**config.mk**
```make
export PLATFORM = sky130hd
export DESIGN_NAME = gpio_port_top
export DESIGN_NICKNAME = d
export VERILOG_FILES = /design/src/rtl/gpio_port_pkg.sv /design/src/rtl/gpio_port_regs.sv /design/src/rtl/gpio_pad_ctl.sv /design/src/rtl/gpio_rd_path.sv /design/src/rtl/gpio_wake.sv /design/src/rtl/gpio_port_top.sv
export SDC_FILE = /design/constraint.sdc
export NUM_CORES = 1
export LEC_CHECK = 0
export BUFFER_PORTS_ARGS = -buffer_cell sky130_fd_sc_hd__buf_2
export CAP_MARGIN = 20
export CORE_ASPECT_RATIO = 1.25
export CORE_MARGIN = 2
export CORE_UTILIZATION = 42
export CTS_CLUSTER_SIZE = 25
export DETAILED_ROUTE_END_ITERATION = 6
export PLACE_DENSITY_LB_ADDON = 0.3
export REMOVE_ABC_BUFFERS = 1
export SLEW_MARGIN = 20
export SYNTH_ARGS = -nofsm -noshare
export SYNTH_HDL_FRONTEND = slang
export SYNTH_HIERARCHICAL = 1
export SYNTH_SLANG_ARGS = --single-unit
```
**constraint.sdc**
```tcl
create_clock -name clk_i -period 3.08 [get_ports clk_i]
set_clock_uncertainty 0.2 [all_clocks]
set_input_delay 0.154 -clock clk_i [delete_from_list [all_inputs] [get_ports clk_i]]
set_output_delay 0.154 -clock clk_i [all_outputs]
set_load 0.02 [all_outputs]
```
**src/rtl/gpio_port_pkg.sv**
```systemverilog
package gpio_port_pkg;
  localparam int PORT_W      = 8;
  localparam int PIN_N       = 6;
  localparam int IN_ONLY_IDX = 3;
  localparam int TMR_IDX     = 2;
  localparam int RST_IDX     = 3;
  localparam int WK_A_IDX    = 0;
  localparam int WK_B_IDX    = 1;
endpackage

```
**src/rtl/gpio_port_regs.sv**
```systemverilog
module gpio_port_regs #(
  parameter int PIN_N = gpio_port_pkg::PIN_N
) (
  input  logic             clk_i,
  input  logic             rst_ni,
  input  logic             port_wr_i,
  input  logic [PIN_N-1:0] port_wd_i,
  input  logic             dir_wr_i,
  input  logic [PIN_N-1:0] acc_i,
  output logic [PIN_N-1:0] latch_o,
  output logic [PIN_N-1:0] dir_o
);
  logic [PIN_N-1:0] latch_q, dir_q;

  always_ff @(posedge clk_i or negedge rst_ni) begin
    if (!rst_ni)        latch_q <= '0;
    else if (port_wr_i) latch_q <= port_wd_i;
  end

  // direction resets to all inputs
  always_ff @(posedge clk_i or negedge rst_ni) begin
    if (!rst_ni)       dir_q <= '1;
    else if (dir_wr_i) dir_q <= acc_i;
  end

  assign latch_o = latch_q;
  assign dir_o   = dir_q;

  AST_LATCH_HOLD: assert property (@(posedge clk_i) disable iff (!rst_ni)
    !port_wr_i |=> $stable(latch_q));
  AST_DIR_LOAD: assert property (@(posedge clk_i) disable iff (!rst_ni)
    dir_wr_i |=> dir_q == $past(acc_i));
  AST_DIR_HOLD: assert property (@(posedge clk_i) disable iff (!rst_ni)
    !dir_wr_i |=> $stable(dir_q));
endmodule

```
**src/rtl/gpio_pad_ctl.sv**
```systemverilog
module gpio_pad_ctl #(
  parameter int PIN_N       = gpio_port_pkg::PIN_N,
  parameter int IN_ONLY_IDX = gpio_port_pkg::IN_ONLY_IDX,
  parameter int TMR_IDX     = gpio_port_pkg::TMR_IDX
) (
  input  logic [PIN_N-1:0] latch_i,
  input  logic [PIN_N-1:0] dir_i,
  input  logic             tmr_sel_i,
  output logic [PIN_N-1:0] oe_o,
  output logic [PIN_N-1:0] do_o
);
  for (genvar i = 0; i < PIN_N; i++) begin : g_pin
    if (i == IN_ONLY_IDX) begin : g_in_only
      assign oe_o[i] = 1'b0;
      assign do_o[i] = 1'b0;
    end else if (i == TMR_IDX) begin : g_tmr
      assign oe_o[i] = ~dir_i[i] & ~tmr_sel_i;
      assign do_o[i] = latch_i[i] & ~tmr_sel_i;
    end else begin : g_plain
      assign oe_o[i] = ~dir_i[i];
      assign do_o[i] = latch_i[i];
    end
  end
endmodule

```
**src/rtl/gpio_rd_path.sv**
```systemverilog
module gpio_rd_path #(
  parameter int PORT_W  = gpio_port_pkg::PORT_W,
  parameter int PIN_N   = gpio_port_pkg::PIN_N,
  parameter int TMR_IDX = gpio_port_pkg::TMR_IDX,
  parameter int RST_IDX = gpio_port_pkg::RST_IDX
) (
  input  logic [PIN_N-1:0]  pin_i,
  input  logic [PIN_N-1:0]  alt_i,
  input  logic              tmr_sel_i,
  input  logic              rst_sel_i,
  output logic [PORT_W-1:0] rdata_o
);
  localparam int PAD_W = PORT_W - PIN_N;
  logic [PIN_N-1:0] hide;

  always_comb begin
    hide          = alt_i;
    hide[TMR_IDX] = alt_i[TMR_IDX] | tmr_sel_i;
    hide[RST_IDX] = alt_i[RST_IDX] | rst_sel_i;
  end

  // pins are read live, never the latch
  assign rdata_o = {{PAD_W{1'b0}}, pin_i & ~hide};
endmodule

```
**src/rtl/gpio_wake.sv**
```systemverilog
module gpio_wake #(
  parameter int PIN_N    = gpio_port_pkg::PIN_N,
  parameter int WK_A_IDX = gpio_port_pkg::WK_A_IDX,
  parameter int WK_B_IDX = gpio_port_pkg::WK_B_IDX,
  parameter int RST_IDX  = gpio_port_pkg::RST_IDX
) (
  input  logic             clk_i,
  input  logic             rst_ni,
  input  logic             rd_i,
  input  logic [PIN_N-1:0] pin_i,
  input  logic             pu_en_i,
  input  logic             wake_en_i,
  input  logic             rst_sel_i,
  output logic [PIN_N-1:0] pu_o,
  output logic             wake_o
);
  logic [PIN_N-1:0] snap_q, wmask;

  always_ff @(posedge clk_i or negedge rst_ni) begin
    if (!rst_ni)   snap_q <= '0;
    else if (rd_i) snap_q <= pin_i;
  end

  always_comb begin
    wmask           = '0;
    wmask[WK_A_IDX] = 1'b1;
    wmask[WK_B_IDX] = 1'b1;
    wmask[RST_IDX]  = ~rst_sel_i;
    pu_o            = '0;
    pu_o[WK_A_IDX]  = pu_en_i;
    pu_o[WK_B_IDX]  = pu_en_i;
    pu_o[RST_IDX]   = pu_en_i | rst_sel_i;
  end

  assign wake_o = wake_en_i & |((pin_i ^ snap_q) & wmask);

  AST_SNAP_CAPTURE: assert property (@(posedge clk_i) disable iff (!rst_ni)
    rd_i |=> snap_q == $past(pin_i));
  AST_SNAP_HOLD: assert property (@(posedge clk_i) disable iff (!rst_ni)
    !rd_i |=> $stable(snap_q));
  AST_WAKE_GATED: assert property (@(posedge clk_i) disable iff (!rst_ni)
    !wake_en_i |-> !wake_o);
  AST_RST_PULLUP: assert property (@(posedge clk_i) disable iff (!rst_ni)
    rst_sel_i |-> pu_o[RST_IDX]);
endmodule

```
**src/rtl/gpio_port_top.sv**
```systemverilog
module gpio_port_top #(
  parameter int PORT_W = gpio_port_pkg::PORT_W,
  parameter int PIN_N  = gpio_port_pkg::PIN_N
) (
  input  logic              clk_i,
  input  logic              rst_ni,
  input  logic              port_wr_i,
  input  logic [PORT_W-1:0] port_wd_i,
  input  logic              dir_wr_i,
  input  logic [PORT_W-1:0] acc_i,
  input  logic              port_rd_i,
  input  logic [PIN_N-1:0]  pin_i,
  input  logic [PIN_N-1:0]  alt_sel_i,
  input  logic              tmr_sel_i,
  input  logic              rst_pin_sel_i,
  input  logic              pu_en_i,
  input  logic              wake_en_i,
  output logic [PORT_W-1:0] rdata_o,
  output logic [PIN_N-1:0]  pad_oe_o,
  output logic [PIN_N-1:0]  pad_do_o,
  output logic [PIN_N-1:0]  pu_o,
  output logic              wake_o
);
  import gpio_port_pkg::*;

  logic [PIN_N-1:0] latch, dir;
  logic             unused_hi;

  assign unused_hi = ^{port_wd_i[PORT_W-1:PIN_N], acc_i[PORT_W-1:PIN_N]};

  gpio_port_regs #(.PIN_N(PIN_N)) u_regs (
    .clk_i, .rst_ni, .port_wr_i,
    .port_wd_i(port_wd_i[PIN_N-1:0]),
    .dir_wr_i,
    .acc_i    (acc_i[PIN_N-1:0]),
    .latch_o  (latch),
    .dir_o    (dir)
  );

  gpio_pad_ctl #(.PIN_N(PIN_N), .IN_ONLY_IDX(IN_ONLY_IDX), .TMR_IDX(TMR_IDX)) u_pad (
    .latch_i  (latch),
    .dir_i    (dir),
    .tmr_sel_i,
    .oe_o     (pad_oe_o),
    .do_o     (pad_do_o)
  );

  gpio_rd_path #(.PORT_W(PORT_W), .PIN_N(PIN_N), .TMR_IDX(TMR_IDX), .RST_IDX(RST_IDX)) u_rd (
    .pin_i,
    .alt_i    (alt_sel_i),
    .tmr_sel_i,
    .rst_sel_i(rst_pin_sel_i),
    .rdata_o
  );

  gpio_wake #(.PIN_N(PIN_N), .WK_A_IDX(WK_A_IDX), .WK_B_IDX(WK_B_IDX), .RST_IDX(RST_IDX)) u_wake (
    .clk_i, .rst_ni,
    .rd_i     (port_rd_i),
    .pin_i,
    .pu_en_i,
    .wake_en_i,
    .rst_sel_i(rst_pin_sel_i),
    .pu_o,
    .wake_o
  );

  AST_IN_ONLY: assert property (@(posedge clk_i) disable iff (!rst_ni)
    !pad_oe_o[IN_ONLY_IDX]);
  AST_TMR_HIZ: assert property (@(posedge clk_i) disable iff (!rst_ni)
    tmr_sel_i |-> !pad_oe_o[TMR_IDX] && !rdata_o[TMR_IDX]);
  AST_DIR_DRIVES: assert property (@(posedge clk_i) disable iff (!rst_ni)
    dir_wr_i && acc_i[0] |=> !pad_oe_o[0]);
  AST_ALT_READ: assert property (@(posedge clk_i) disable iff (!rst_ni)
    alt_sel_i[0] |-> !rdata_o[0]);
endmodule

```
# Yosys cells after proc, flatten, opt, wreduce, memory -nomap -nowiden
# Index checks and enable logic that the tools add are counted.
# word_totals
out_inout_bits,27
elab_cells,21
inputBits,37
ff_bits,18
# op_classes
bitwise_logic,17
reduce_logical,1
# ops
operator,count
$not 1->1,7
$and 6x4->6,1
$and 6x6->6,1
$not 6->6,1
$reduce_or 6->1,1
$xor 6x6->6,1
$and 1x1->1,3
$or 1x1->1,3

# Logic depth before layout (Yosys ltp)
# depth
depth_word,4
mapped_depth,3
ltp_nobuf,3

# Modules after synthesis
# Netlist, hierarchy kept.
# modules_own_cells
module,n_inst,seq_area_each_um2,cells_per_inst,area_each_um2
gpio_port_regs,1,307.8,26,510.5
gpio_wake,1,75.1,18,195.2
gpio_pad_ctl,1,0.0,13,73.8
gpio_rd_path,1,0.0,9,68.8

# Least setup slack after synthesis
# Ideal clock, no wire load.
# synth_timing
path_type,register to output
from,reg u_wake.snap_q[1]
to,out wake_o
n_path_buf,0
t_arrival_ns,0.877
slack_ns,1.849
path_stages_with_launch,3
t_required_ns,2.726
cell_sequence,dfrtp_1 > xor2_1 > o31a_1
# synth_via
elab_chain_cells,4
# synth_rtl
element,line_no,rtl
"start, declared",gpio_wake.sv:17,"logic [PIN_N-1:0] snap_q, wmask;"
"start signal, assigned",gpio_wake.sv:21,else if (rd_i) snap_q <= pin_i;
$xor 6x6->6,gpio_wake.sv:35,assign wake_o = wake_en_i & |((pin_i ^ snap_q) & wmask);
$and 6x4->6,gpio_wake.sv:35,
$reduce_or 6->1,gpio_wake.sv:35,
$and 1x1->1,gpio_wake.sv:35,
"end, declared",gpio_port_top.sv:22,output logic wake_o
# Every way passes these cells.

# Worst setup path after layout
# layout_timing
from,in pin_i[1]
to,out wake_o
# layout_via
elab_chain_cells,4
# layout_rtl
element,line_no,rtl
"start, declared",gpio_port_top.sv:12,"input logic [PIN_N-1:0] pin_i,"
$xor 6x6->6,gpio_wake.sv:35,
$and 6x4->6,gpio_wake.sv:35,
$reduce_or 6->1,gpio_wake.sv:35,
$and 1x1->1,gpio_wake.sv:35,
# Every way passes these cells.

==> reports/results.ini <==
[outcome]
status=finished, final reports clean

[critical_path]
cp_cell_sequence=dlygate4sd3_1 > buf_2 > xor2_1 > o31a_1 > buf_2
critical_path.startpoint=pin_i[1]
cp-start-kind=input pin
cp.required_ps=2730
reg2reg_from=u_wake/snap_q[1]
critPathMaxStageDelay_ps=530
crit_type=in2out
cp-end-kind=primary output
critPathArrivalTime_ps=1400
cp_max_fo=3
slowest_stage=dlygate4sd3_1
cpMostUsedCell=buf_2

[final_layout]
fill_cells=150
drive_gt1_frac=0.598
final_cell_mix=50 x buf_2, 17 x dlygate4sd3_1, 10 x mux2_4, 8 x dfrtp_1, 7 x conb_1
area_growth_pct=47.6
layout_commonest_cell=buf_2
num-nets-final=160
antenna_cells=0

[synth]
syn_avg_cell_area_um2=12.4
mappedNetlistArea_um2=767
netlist_instances=62
yosysWarnings=6

[sta]
grt_setup_unrepaired=false
timing.setup.tns_ps=0
fin_hold_ws_ps=69.0
finalHoldViolations=0
period_minus_slack_ps=1750
finalMaxSlewViolations=0
setup_viol=0
finalCritPeriodShare=0.570
fmax_mhz=570

[floorplan]
dieWidth_um=42.2
initial_utilization=0.440
num_rows=17
die_h_um=51.8
core_area_um2=1740
die_area_um2=2190
pin_count=64

[placed_design]
dp_hpwl_um=1010
io_buffers=50
place_congestion=0.677

[routing]
post-route-drc-count=0
top_layer_used=met4
vias=604
routed-wl-met3_um=131
ant_nets=0
drtPass1Iterations=3
dr_wl_met2_um=737
wl_um=1410
avgRoutedWirePerCell_um=10.0
viasPerCell=4.28
wirelength_met1_um=514
drt_iter0_drc=5

[power_and_ir_drop]
p_comb_frac=0.317
powerDensity_nw_per_um2=387
p_sw_mw=0.122
internal_power_mw=0.317
power_frac_seq=0.461
vdd_drop_max_mv=0.268
p_clk_frac=0.222
p_leak_nw=0.610
swShare=0.278

[grt]
gr-total-overflow=0
antenna_found_initial=0
grt_pass1_vias=548
grt_max_degree=14
grtUsageTotal=0.139
grt_pass1_wl_um=2240

[cts]
htree_levels=1
numCtsBuffers=3
clock_path_buffers=2
cts_sinks=13
path_clk_slew_ps=70
post_cts_buffers=0
clockRootBuffer=clkbuf_4
cts_tree=yes
clock_latency_ps=260

[hold_path]
hold_start=dir_wr_i
min_path_type=in2reg

[job]
drv_cap=0

## power by group through the flow
stage / clock [mW] / sequential (mW) / combinational (mW)
detailed placement: 0 / 0.205 / 0.121
global route: 0.117 / 0.205 / 0.150
floorplan: 0 / 0.210 / 0.0639
CTS: 0.104 / 0.202 / 0.140
global placement: 0 / 0.205 / 0.119
finish: 0.0975 / 0.202 / 0.139
## state kept, by name, summed over array words and instances (netlist names)
register and cells:
u_regs/dir_o 5, u_regs/latch_o 5, u_wake/snap_q 3
## worst max-delay path: cells and delay by family
kind	cells	cell delay, ps
XOR/XNOR	1	140
buffers and inverters	3	830
AO/OA/AOI/OAI	1	280
## stage by stage
stage / utilization / setup WS (ps) / instance area, µm² / power (mW) / cells
global placement: 0.537 / 1770 / 936 / 0.324 / 120
finish: 0.649 / 1330 / 1130 / 0.439 / 141
CTS: 0.649 / 1320 / 1130 / 0.446 / 141
global route: 0.649 / 1270 / 1130 / 0.472 / 141
floorplan: - / 1850 / 662 / 0.274 / 51
detailed placement: 0.537 / 1760 / 936 / 0.326 / 120
## path summary, 6_finish.rpt
check                                          to  slack (ps)  cells after the start
worst max-delay path                       wake_o        1330                      5
worst min-delay path              u_regs/dir_o[4]          70                      2
worst max register to register   u_wake/snap_q[1]        1560                      2
worst min register to register  u_regs/latch_o[2]         310                      1
max in group asynchronous         u_regs/dir_o[1]        2320                      2
min in group asynchronous       u_regs/latch_o[1]          90                      2
## what timing repair did
action,CTS,global route
hold endpoints to repair,26,0
hold buffers,17,0
gates resized for setup,0,0
setup endpoints to repair,0,0
## cell type report
type                    count  area (µm²)  area share
repair buffers             67         420       0.371
flip-flops and latches     13         332       0.293
multi-input cells          34         315       0.278
clock buffers               4        26.3      0.0232
well taps                  19        23.8      0.0210
inverters                   4        15.0      0.0133
## routing by layer
| layer | GRT usage | vias up |
|---|---|---|
| met5 | 0 | - |
| met4 | 0.0781 | 0 |
| met3 | 0.0313 | 2 |
| met2 | 0.254 | 37 |
| met1 | 0.145 | 270 |
| li1 | - | 295 |
(Power assumes the default switching activity.)
